<file path="src/rtl/zcm_level_gen.sv">
module zcm_level_gen #(
  parameter int REF_W = 16,
  parameter int CNT_W = 16
) (
  input  logic                    clk,
  input  logic                    rst_n,
  input  logic                    tick_i,
  input  logic        [CNT_W-1:0] period_i,
  input  logic signed [REF_W-1:0] ref_a_i,
  input  logic signed [REF_W-1:0] ref_b_i,
  input  logic signed [REF_W-1:0] ref_c_i,
  output logic signed [2:0]       lvl_a_o,
  output logic signed [2:0]       lvl_b_o,
  output logic signed [2:0]       lvl_c_o,
  output logic                    valid_o
);
  localparam int XW = ((REF_W > CNT_W) ? REF_W : CNT_W) + 2;
  localparam int NPH = 3;

  logic [CNT_W-1:0] cnt;
  logic             rising;
  logic             at_peak;

  logic signed [REF_W-1:0] ref_in [NPH];
  logic signed [REF_W-1:0] ref_q  [NPH];
  logic        [1:0]       st     [NPH];
  logic signed [2:0]       lvl_d  [NPH];
  logic signed [2:0]       lvl_q  [NPH];

  logic signed [XW-1:0] up_x, per_x, lo_x;

  assign at_peak = rising && (cnt >= period_i);
  assign up_x    = {{(XW-CNT_W){1'b0}}, cnt};
  assign per_x   = {{(XW-CNT_W){1'b0}}, period_i};
  assign lo_x    = up_x - per_x;

  assign ref_in[0] = ref_a_i;
  assign ref_in[1] = ref_b_i;
  assign ref_in[2] = ref_c_i;

  always_ff @(posedge clk) begin
    if (!rst_n) begin
      cnt    <= '0;
      rising <= 1'b1;
    end else if (tick_i) begin
      if (rising) begin
        if (at_peak) begin
          rising <= 1'b0;
          cnt    <= (period_i == '0) ? '0 : period_i - 1'b1;
        end else begin
          cnt <= cnt + 1'b1;
        end
      end else begin
        if (cnt == '0) begin
          rising <= 1'b1;
          cnt    <= (period_i == '0) ? '0 : {{(CNT_W-1){1'b0}}, 1'b1};
        end else begin
          cnt <= cnt - 1'b1;
        end
      end
    end
  end

  for (genvar p = 0; p < NPH; p++) begin : g_ph
    logic signed [XW-1:0] r_x;
    assign r_x   = {{(XW-REF_W){ref_q[p][REF_W-1]}}, ref_q[p]};
    assign st[p] = (r_x > up_x) ? 2'd2 : (r_x < lo_x) ? 2'd0 : 2'd1;
    assign lvl_d[p] = $signed({1'b0, st[p]}) - $signed({1'b0, st[(p+1)%NPH]});

    always_ff @(posedge clk) begin
      if (!rst_n) begin
        ref_q[p] <= '0;
        lvl_q[p] <= '0;
      end else if (tick_i) begin
        lvl_q[p] <= lvl_d[p];
        if (at_peak) ref_q[p] <= ref_in[p];
      end
    end
  end

  always_ff @(posedge clk) begin
    if (!rst_n) valid_o <= 1'b0;
    else        valid_o <= tick_i;
  end

  assign lvl_a_o = lvl_q[0];
  assign lvl_b_o = lvl_q[1];
  assign lvl_c_o = lvl_q[2];
endmodule

</file>
<file path="config.mk">
export PLATFORM = sky130hd
export DESIGN_NAME = zcm_level_gen
export DESIGN_NICKNAME = d
export VERILOG_FILES = /design/src/rtl/zcm_level_gen.sv
export SDC_FILE = /design/constraint.sdc
export NUM_CORES = 1
export LEC_CHECK = 0
export BUFFER_PORTS_ARGS = -buffer_cell sky130_fd_sc_hd__buf_2
export CELL_PAD_IN_SITES_DETAIL_PLACEMENT = 0
export CELL_PAD_IN_SITES_GLOBAL_PLACEMENT = 1
export CORE_MARGIN = 2
export CORE_UTILIZATION = 42
export DETAILED_ROUTE_END_ITERATION = 16
export GPL_ROUTABILITY_DRIVEN = 0
export GPL_TIMING_DRIVEN = 0
export PLACE_DENSITY = 0.88
export SYNTH_ARGS = -nofsm -noshare
export SYNTH_HDL_FRONTEND = slang
export SYNTH_SLANG_ARGS = --single-unit
</file>
<file path="constraint.sdc">
create_clock -name clk -period 6.3 [get_ports clk]
set_input_delay 0.315 -clock clk [delete_from_list [all_inputs] [get_ports clk]]
set_output_delay 0.315 -clock clk [all_outputs]
set_load 0.03 [all_outputs]
</file>
; Word level (Yosys, flattened, before mapping)
; Memory sizes are Yosys's and may differ from the RTL's.
; Cells that the tools add are included.
[classes]
n_addsub = 7
order_cmp = 7
n_mux = 28
n_bitwise = 6
reduce_logical = 3
[ops]
columns = cell, n
row1 = $mux 16, 7
row2 = $gt 16x17->1, 3
row3 = $lt 16x17->1, 3
row4 = $logic_not 16->1, 2
row5 = $sub 16x1->16 const B, 2
row6 = $sub 16x16->17, 1
row7 = $add 16x1->16 const B, 1
row8 = $ge 16x16->1, 1
row9 = $mux 1, 15
row10 = $mux 3, 3
row11 = $sub 2x2->3, 3
row12 = $mux 2, 3
row13 = $or 1x1->1, 6
row14 = $logic_and 1x1->1, 1
[word_totals]
ff_bits = 18
ram_bits = 57
in_bits = 67
output_inout_bits = 10
word_cells = 56
n_memories = 2
[mem_list]
columns = memory, words, word_bits, rd, rd_clocked_by_memory_dff, wr, line_no
row1 = ref_q, 3, 16, 3, 0, 3, 25  ; logic signed [REF_W-1:0] ref_q [NPH];
row2 = lvl_q, 3, 3, 3, 0, 3, 28  ; logic signed [2:0] lvl_q [NPH];

; Logic depth before layout (Yosys ltp)
; Gate-level depths: netlist (run 1).
[depth]
word_depth = 7
mapped_depth = 22
mapped_depth_nobuf = 21

; Worst setup path after synthesis (run 1)
; No wires, ideal clock.
[synth_timing]
path_type = reg-to-reg
startpoint = reg cnt[0]
endpoint = mem ref_q[0][0] (enable)
setup_ns = 0.520
t_arrival_ns = 5.498
t_required_ns = 5.780
path_slack_ns = 0.282
path_stages_with_launch = 12
synth_period_minus_slack_ns = 6.018
cell_sequence = dfxtp_1 > clkbuf_1 > inv_1 > ha_1 > nand2b_1 > a211oi_1 > o21bai_1 > a21oi_1 > o22ai_2 > buf_6 > buf_2 > o21ai_0
[synth_lines]
columns = item, line_no
row1 = start: declaration, 20  ; logic [CNT_W-1:0] cnt;
row2 = start signal: assignment, 49  ; cnt <= (period_i == '0) ? '0 : period_i - 1'b1;
row3 = start signal: assignment, 51  ; cnt <= cnt + 1'b1;
row4 = start signal: assignment, 56  ; cnt <= (period_i == '0) ? '0 : {{(CNT_W-1){1'b0}}, 1'b1};
row5 = end: declaration, 25

==> qor.tcl, run 1 <==
set qor(report.power.total_mw) 1.44
set qor(floorplan.initialDensity) 0.429
set qor(max_slew_margin) 0.458
set qor(min_period_over_period) 0.873
set qor(io-pin-count) 77
set qor(layoutNonFillerInstCount) 1091
set qor(fmax_mhz) 182
set qor(avgRoutedWirePerCell_um) 17.6
set qor(grtUsageTotal) 0.220
set qor(globalRouteOverflowTotal) 0
set qor(synth_top_cell_area_share) 0.242
set qor(part_of_the_total_power_dissipated_in_the_clock_network) 0.359
set qor(ctsLongestPathBuffers) 2
set qor(required_ns) 6.40
set qor(power.static_leakage_nw) 3.47
set qor(first_global_vias) 6055
set qor(report.final.setup_viol) 0
set qor(cts-root-buf) {sky130_fd_sc_hd__clkbuf_16}
set qor(pin_count_of_the_biggest_net_entering_global_routing) 32
set qor(rsz0062_at_grt) {no}
set qor(synthArstFlopShare) 0
set qor(worst-r2r-setup-slack_ns) 0.80
set qor(clkLatencyLatePin_ns) 0.35
set qor(p_sw_frac) 0.298
set qor(synth.yosys.seq_area_share) 0.293
set qor(diodes) 0
set qor(synth.yosys.warnings) 0
set qor(synth_seq_cells) 75
set qor(crit_arrival_ns) 5.60
set qor(row_count) 47
set qor(drive_above_1_share) 0.129
set qor(die_width_um) 134
set qor(first_pass_grt_wire_length_mm) 30.7
set qor(port_buffers) 74
set qor(fp.coreArea_um2) 16500
set qor(cts_made_buffers) 9
set qor(syn-num-nets) 967
set qor(synthCells) 780
set qor(post_cts_hold_buffer_count) 0
set qor(p_int_mw) 1.01
set qor(yosysUniqueCellTypes) 68
set qor(antenna_found_initial) 0
set qor(cts.reportedPaths.clkPinSlew_ns) 0.06
set qor(type_of_element_launching_the_critical_path) {flop}
set qor(die_height_um) 134
set qor(slew_violations) 0
set qor(min_period_ns) 5.50
set qor(first_pass_iters) 5
set qor(cts.htree.levels) 3
set qor(clkSinkCount) 75
set qor(critPathCaptureType) {flop}
set qor(drtAntennaViolNets) 0
set qor(detail_route.wirelength_mm) 19.2
set qor(combinationalPowerShare) 0.243
set qor(syn-cell-area_um2) 7080
set qor(critical_path_peak_fanout) 8
set qor(detailedRoute.firstIterationViolations) 559
set qor(cts_resized) 0
set qor(seq_power_share) 0.397
set qor(synth_top_cells_by_area) {sky130_fd_sc_hd__edfxtp_1, sky130_fd_sc_hd__ha_1, sky130_fd_sc_hd__dfxtp_1}
set qor(worst_pin_slew_ns) 0.806
set qor(dominant_cell_type_by_area_after_synthesis) {sky130_fd_sc_hd__edfxtp_1}
set qor(hold_class) {primary input to flop}
set qor(routed_via_density) 5.67
set qor(hold_viol_final) 0
set qor(timing.clock.skew_ns) 0.00674
set qor(outcome) {finished, final reports clean}
set qor(post_synth_edffs) 57
set qor(final_net_count) 1053
set qor(cellPowerDensity_nw_per_um2) 178
set qor(crit_type) {flop to flop}
set qor(num_vias) 6184
set qor(post-place-cells) 1075
set qor(number_of_setup_buffers_added_after_cts) 0
set qor(synthFlopType) {sky130_fd_sc_hd__edfxtp_1}
set qor(peakVddDrop_v) 0.000138
set qor(area_of_the_die_um2) 17900
set qor(dp_hpwl_mm) 15.7
set qor(syn_to_final_growth_pct) 13.6
set qor(drcViolationCount) 0
set qor(clock_tree_from_tritoncts) {done}
set qor(syn_avg_cell_area_um2) 9.08
set qor(drv.max_cap_violation_count) 0
set qor(power_switching_uw) 428
[cell usage in the layout (no fill, tap or decap), types with 4 or more instances in the layout]
master,instances
sky130_fd_sc_hd__a211oi_1,14
sky130_fd_sc_hd__o31a_1,4
sky130_fd_sc_hd__xor2_1,7
sky130_fd_sc_hd__o221ai_1,7
sky130_fd_sc_hd__inv_1,52
sky130_fd_sc_hd__nand3_1,27
sky130_fd_sc_hd__a31oi_1,6
sky130_fd_sc_hd__or3_1,8
sky130_fd_sc_hd__nand2b_1,5
sky130_fd_sc_hd__o21ai_1,4
sky130_fd_sc_hd__nand4_1,10
sky130_fd_sc_hd__xnor2_1,33
sky130_fd_sc_hd__dfxtp_1,18
sky130_fd_sc_hd__and2_1,50
sky130_fd_sc_hd__ha_1,116
sky130_fd_sc_hd__o21a_1,15
sky130_fd_sc_hd__a21oi_1,49
sky130_fd_sc_hd__nor4_1,8
sky130_fd_sc_hd__fa_1,4
sky130_fd_sc_hd__nor2b_1,11
sky130_fd_sc_hd__a21o_1,13
sky130_fd_sc_hd__maj3_1,6
sky130_fd_sc_hd__and3_1,12
sky130_fd_sc_hd__clkbuf_1,17
sky130_fd_sc_hd__o211ai_1,8
sky130_fd_sc_hd__buf_2,79
sky130_fd_sc_hd__nor3_1,24
sky130_fd_sc_hd__nand2_1,40
sky130_fd_sc_hd__nor2_1,45
sky130_fd_sc_hd__o21ai_0,48
sky130_fd_sc_hd__o22ai_1,4
sky130_fd_sc_hd__edfxtp_1,57
sky130_fd_sc_hd__clkbuf_16,9
[cells in the mapped netlist (all sizes together), types with 7 or more instances]
master	count
buf	10
and3	12
inv	52
a21oi	49
edfxtp	57
nor2b	11
o211ai	8
nor3	24
nand3	27
o221ai	7
o21ai	53
xnor2	34
nand2	40
or3	8
nor2	46
nand4	10
nor4	8
a211oi	14
dfxtp	18
clkbuf	15
ha	116
o21a	15
and2	51
a21o	13
xor2	8
[power by group through the flow]
stage	Combinational (mW)	Sequential [mW]	Clock, mW
after floorplan	0.232	0.590	0
after global placement	0.337	0.583	0
after detailed placement	0.347	0.581	0
after CTS	0.350	0.570	0.523
after global routing	0.393	0.572	0.543
final	0.349	0.571	0.516
[critical path: stages (launching register included)]
cell	delay, ns
sky130_fd_sc_hd__dfxtp_1	0.40
sky130_fd_sc_hd__clkbuf_1	0.26
sky130_fd_sc_hd__inv_1	0.19
sky130_fd_sc_hd__ha_1	0.20
sky130_fd_sc_hd__inv_1	0.06
sky130_fd_sc_hd__fa_1	0.39
sky130_fd_sc_hd__a21o_1	0.19
sky130_fd_sc_hd__a22o_1	0.22
sky130_fd_sc_hd__o211a_2	0.32
sky130_fd_sc_hd__a21o_1	0.18
sky130_fd_sc_hd__a21oi_1	0.28
sky130_fd_sc_hd__o21bai_1	0.10
sky130_fd_sc_hd__a21oi_1	0.19
sky130_fd_sc_hd__xor2_1	0.33
sky130_fd_sc_hd__ha_1	0.20
sky130_fd_sc_hd__nand3_1	0.07
sky130_fd_sc_hd__nor2_1	0.19
sky130_fd_sc_hd__o211ai_1	0.16
sky130_fd_sc_hd__o31a_1	0.32
sky130_fd_sc_hd__a31o_1	0.24
sky130_fd_sc_hd__ha_1	0.19
sky130_fd_sc_hd__fa_1	0.38
sky130_fd_sc_hd__and3_1	0.19
[cell families (layout without fill, tap and decap cells)]
group	Yosys count	count (layout)	synth area share
simple gates	254	254	0.189
buf+inv	77	168	0.0456
flops	75	75	0.293
compound gates	202	202	0.185
mux	4	4	0.00583
fa+ha+maj	126	126	0.225
xor+xnor	42	42	0.0572
[worst paths after layout]
kind,startpoint,endpoint,cells after the start
setup / recovery,cnt[0],lvl_q[1][2],22
hold / removal,ref_c_i[1],ref_q[2][1],2
setup reg to reg,cnt[0],lvl_q[1][2],22
hold reg to reg,cnt[12],cnt[12],1
[per-stage QoR]
stage	instance area [µm²]	utilization	setup WS [ns]	hold slack, ns	TNS, ns
2_1_floorplan	7080	-	0.282	0.513	0
3_3_place_gp	7730	0.468	-1.64	0.593	-78.42
3_5_place_dp	7760	0.470	0.897	0.593	0
4_1_cts	8050	0.487	0.838	0.233	0
5_1_grt	8050	0.487	0.558	0.238	0
6_report	8050	0.487	0.798	0.237	0
[flip-flops by register name, indices dropped and copies added, names as in the netlist]
signal / count
rising: 1
ref_q: 48
cnt: 16
valid_o: 1
lvl_q: 9
[final cells by class]
type	instances	area, µm²
plain buffers	25	128
flip-flops and latches	75	2070
clock inverters	4	51.3
inverters	52	195
multi-input cells	628	4700
fillers	1622	8480
repair buffers	75	390
well taps	220	275
clock buffers	12	236
[metal layers]
layer  part of all wire  vias up  wire [µm]  global-route usage
met4              0.031        0        604              0.0940
met3              0.045       43        863              0.0268
met5                  0        -          0                   0
li1                   -     3060          -                   -
met1               0.46     2895       8760               0.293
met2               0.47      186       8960               0.364
Note: power is estimated with default switching activity, not from simulation.
==> run 2: changes to the inputs <==
PLACE_DENSITY = unset   (was 0.88)
PLACE_DENSITY_LB_ADDON = 0.1   (was unset)
==> qor.tcl, run 2 (synthesis gave the netlist of run 1 again) <==
set qor(first_pass_grt_wire_length_mm) 33.5 ;# +9.1%
set qor(critical_path_peak_fanout) 8 ;# unchanged
set qor(die_width_um) 134 ;# unchanged
set qor(cts.htree.levels) 3 ;# unchanged
set qor(drcViolationCount) 0 ;# unchanged
set qor(type_of_element_launching_the_critical_path) {flop}
set qor(port_buffers) 74 ;# unchanged
set qor(num_vias) 6320 ;# +2.2%
set qor(cts_made_buffers) 9 ;# unchanged
set qor(post_cts_hold_buffer_count) 0 ;# unchanged
set qor(cts-root-buf) {sky130_fd_sc_hd__clkbuf_16}
set qor(detail_route.wirelength_mm) 21.1 ;# +10%
set qor(number_of_setup_buffers_added_after_cts) 0 ;# unchanged
set qor(avgRoutedWirePerCell_um) 19.4 ;# +10%
set qor(required_ns) 6.41 ;# about the same
set qor(io-pin-count) 77 ;# unchanged
set qor(post-route-worst-setup-slack_ns) 0.685 ;# -0.114 ns
set qor(regMostFlops) {ref_q}
set qor(drtAntennaViolNets) 0 ;# unchanged
set qor(crit_type) {flop to flop}
set qor(outcome) {finished, final reports clean}
set qor(min_period_over_period) 0.891 ;# +0.0181
set qor(final_net_count) 1053 ;# unchanged
set qor(globalRouteOverflowTotal) 0 ;# unchanged
set qor(min_period_ns) 5.62 ;# +0.114 ns
set qor(regArea_um2) 2070 ;# unchanged
set qor(row_count) 47 ;# unchanged
set qor(ctsLongestPathBuffers) 2 ;# unchanged
set qor(first_pass_iters) 5 ;# unchanged
set qor(rsz0062_at_grt) {no}
set qor(pin_count_of_the_biggest_net_entering_global_routing) 34 ;# +6.3%
set qor(grtUsageTotal) 0.241 ;# +0.0205
set qor(floorplan.initialDensity) 0.429 ;# unchanged
set qor(timing.clock.skew_ns) 0.0109 ;# +0.00417 ns
set qor(report.final.setup_viol) 0 ;# unchanged
set qor(largest_register_ffs) 48 ;# unchanged
set qor(cellPowerDensity_nw_per_um2) 180 ;# +0.94%
set qor(largest_registers) {ref_q x48, cnt x16, lvl_q x9}
set qor(final_design_area_no_fill_um2) 8040 ;# about the same
set qor(area_taken_by_multi_input_logic_gates_um2) 4700 ;# unchanged
set qor(final_cell_mix) {sky130_fd_sc_hd__ha_1, sky130_fd_sc_hd__buf_2, sky130_fd_sc_hd__edfxtp_1}
set qor(hold_ws_ns) 0.235 ;# -0.00253 ns
set qor(place_ws_ns) 0.769 ;# -0.127 ns
set qor(dp_hpwl_mm) 17.3 ;# +9.6%
set qor(detailed_place.area_um2) 7760 ;# unchanged
set qor(max_slew_margin) 0.414 ;# -0.0439
set qor(fp.coreArea_um2) 16500 ;# unchanged
set qor(clock_tree_from_tritoncts) {done}
set qor(diodes) 0 ;# unchanged
set qor(slew_violations) 0 ;# unchanged
set qor(first_global_vias) 6409 ;# +5.8%
set qor(critPathCaptureType) {flop}
set qor(fmax_mhz) 178 ;# -2.0%
set qor(power.static_leakage_nw) 3.47 ;# +0.11%
set qor(worst_pin_slew_ns) 0.871 ;# +0.0653 ns
set qor(die_height_um) 134 ;# unchanged
set qor(antenna_found_initial) 0 ;# unchanged
set qor(area_of_the_die_um2) 17900 ;# unchanged
set qor(drive_above_1_share) 0.129 ;# +0.000148
set qor(crit_arrival_ns) 5.72 ;# +0.12 ns
set qor(cts_resized) 0 ;# unchanged
set qor(drv.max_cap_violation_count) 0 ;# unchanged
set qor(clkSinkCount) 75 ;# unchanged
set qor(report.power.total_mw) 1.45 ;# +0.86%
set qor(hold_viol_final) 0 ;# unchanged
set qor(filler_cell_count) 1601 ;# -1.3%
set qor(clkLatencyLatePin_ns) 0.35 ;# about the same
set qor(syn_to_final_growth_pct) 13.5 ;# about the same
set qor(cts.reportedPaths.clkPinSlew_ns) 0.06 ;# about the same
set qor(detailedRoute.firstIterationViolations) 466 ;# -17%
set qor(final_core_util) 0.487 ;# about the same
set qor(hold_class) {primary input to flop}
set qor(peakVddDrop_v) 0.000130 ;# -6.1%
set qor(most_common_library_cell_in_the_layout_ignoring_fill_and_taps) {sky130_fd_sc_hd__ha_1}
set qor(routed_via_density) 5.80 ;# +2.3%
==> run 2: changes by cell type in the layout (fill, tap and decap cells not counted), sizes merged <==
cell and change:
clkbuf -3, clkinv +2, clkinvlp -1, inv +1
==> run 2: cell type report <==
type,count,area share
Sequential cell,75,0.258
Multi-Input combinational cell,628,0.584
Clock buffer,9,0.0280
Buffer,25,0.0159
Timing Repair Buffer,75,0.0486
Inverter,52,0.0243
Clock inverter,6,0.00700
Tap cell,220,0.0342
==> run 2: power by group <==
part           switching (mW)  internal, mW
combinational           0.211         0.148
clock                   0.216         0.302
sequential             0.0173         0.553
total                   0.445          1.00
==> run 2: through the flow <==
stage,setup TNS (ns),std cells
floorplan,0,780
finish,0,1090
CTS,0,1090
detailed placement,0,1075
global route,0,1090
global placement,-86.86,1074
==> run 2: worst paths after layout <==
path,cells after the start,end,slack (ns),start
worst max-delay path,22,lvl_q[1][2],0.68,cnt[0]
worst min-delay path,2,ref_q[0][13],0.23,ref_a_i[13]
worst max register to register,22,lvl_q[1][2],0.68,cnt[0]
worst min register to register,2,cnt[9],0.64,cnt[9]
==> run 2: worst max-delay path, stage by stage, from the launching register on <==
cell                       delay [ns]
sky130_fd_sc_hd__dfxtp_1         0.38
sky130_fd_sc_hd__clkbuf_1        0.24
sky130_fd_sc_hd__inv_1           0.19
sky130_fd_sc_hd__ha_1            0.19
sky130_fd_sc_hd__inv_1           0.05
sky130_fd_sc_hd__fa_1            0.39
sky130_fd_sc_hd__a21o_1          0.20
sky130_fd_sc_hd__a22o_1          0.23
sky130_fd_sc_hd__o211a_2         0.33
sky130_fd_sc_hd__a21o_1          0.20
sky130_fd_sc_hd__a21oi_1         0.27
sky130_fd_sc_hd__o21bai_1        0.11
sky130_fd_sc_hd__a21oi_1         0.18
sky130_fd_sc_hd__xor2_1          0.38
sky130_fd_sc_hd__ha_1            0.21
sky130_fd_sc_hd__nand3_1         0.07
sky130_fd_sc_hd__nor2_1          0.22
sky130_fd_sc_hd__o211ai_1        0.17
sky130_fd_sc_hd__o31a_1          0.34
sky130_fd_sc_hd__a31o_1          0.25
sky130_fd_sc_hd__ha_1            0.20
sky130_fd_sc_hd__fa_1            0.38
sky130_fd_sc_hd__and3_1          0.19
==> run 2: layer usage <==
layer / global-route usage / share of wire / routed length [µm]
met3: 0.0302 / 0.039 / 817
met4: 0.120 / 0.039 / 814
met5: 0 / 0 / 0
met2: 0.401 / 0.48 / 10100
met1: 0.309 / 0.44 / 9410
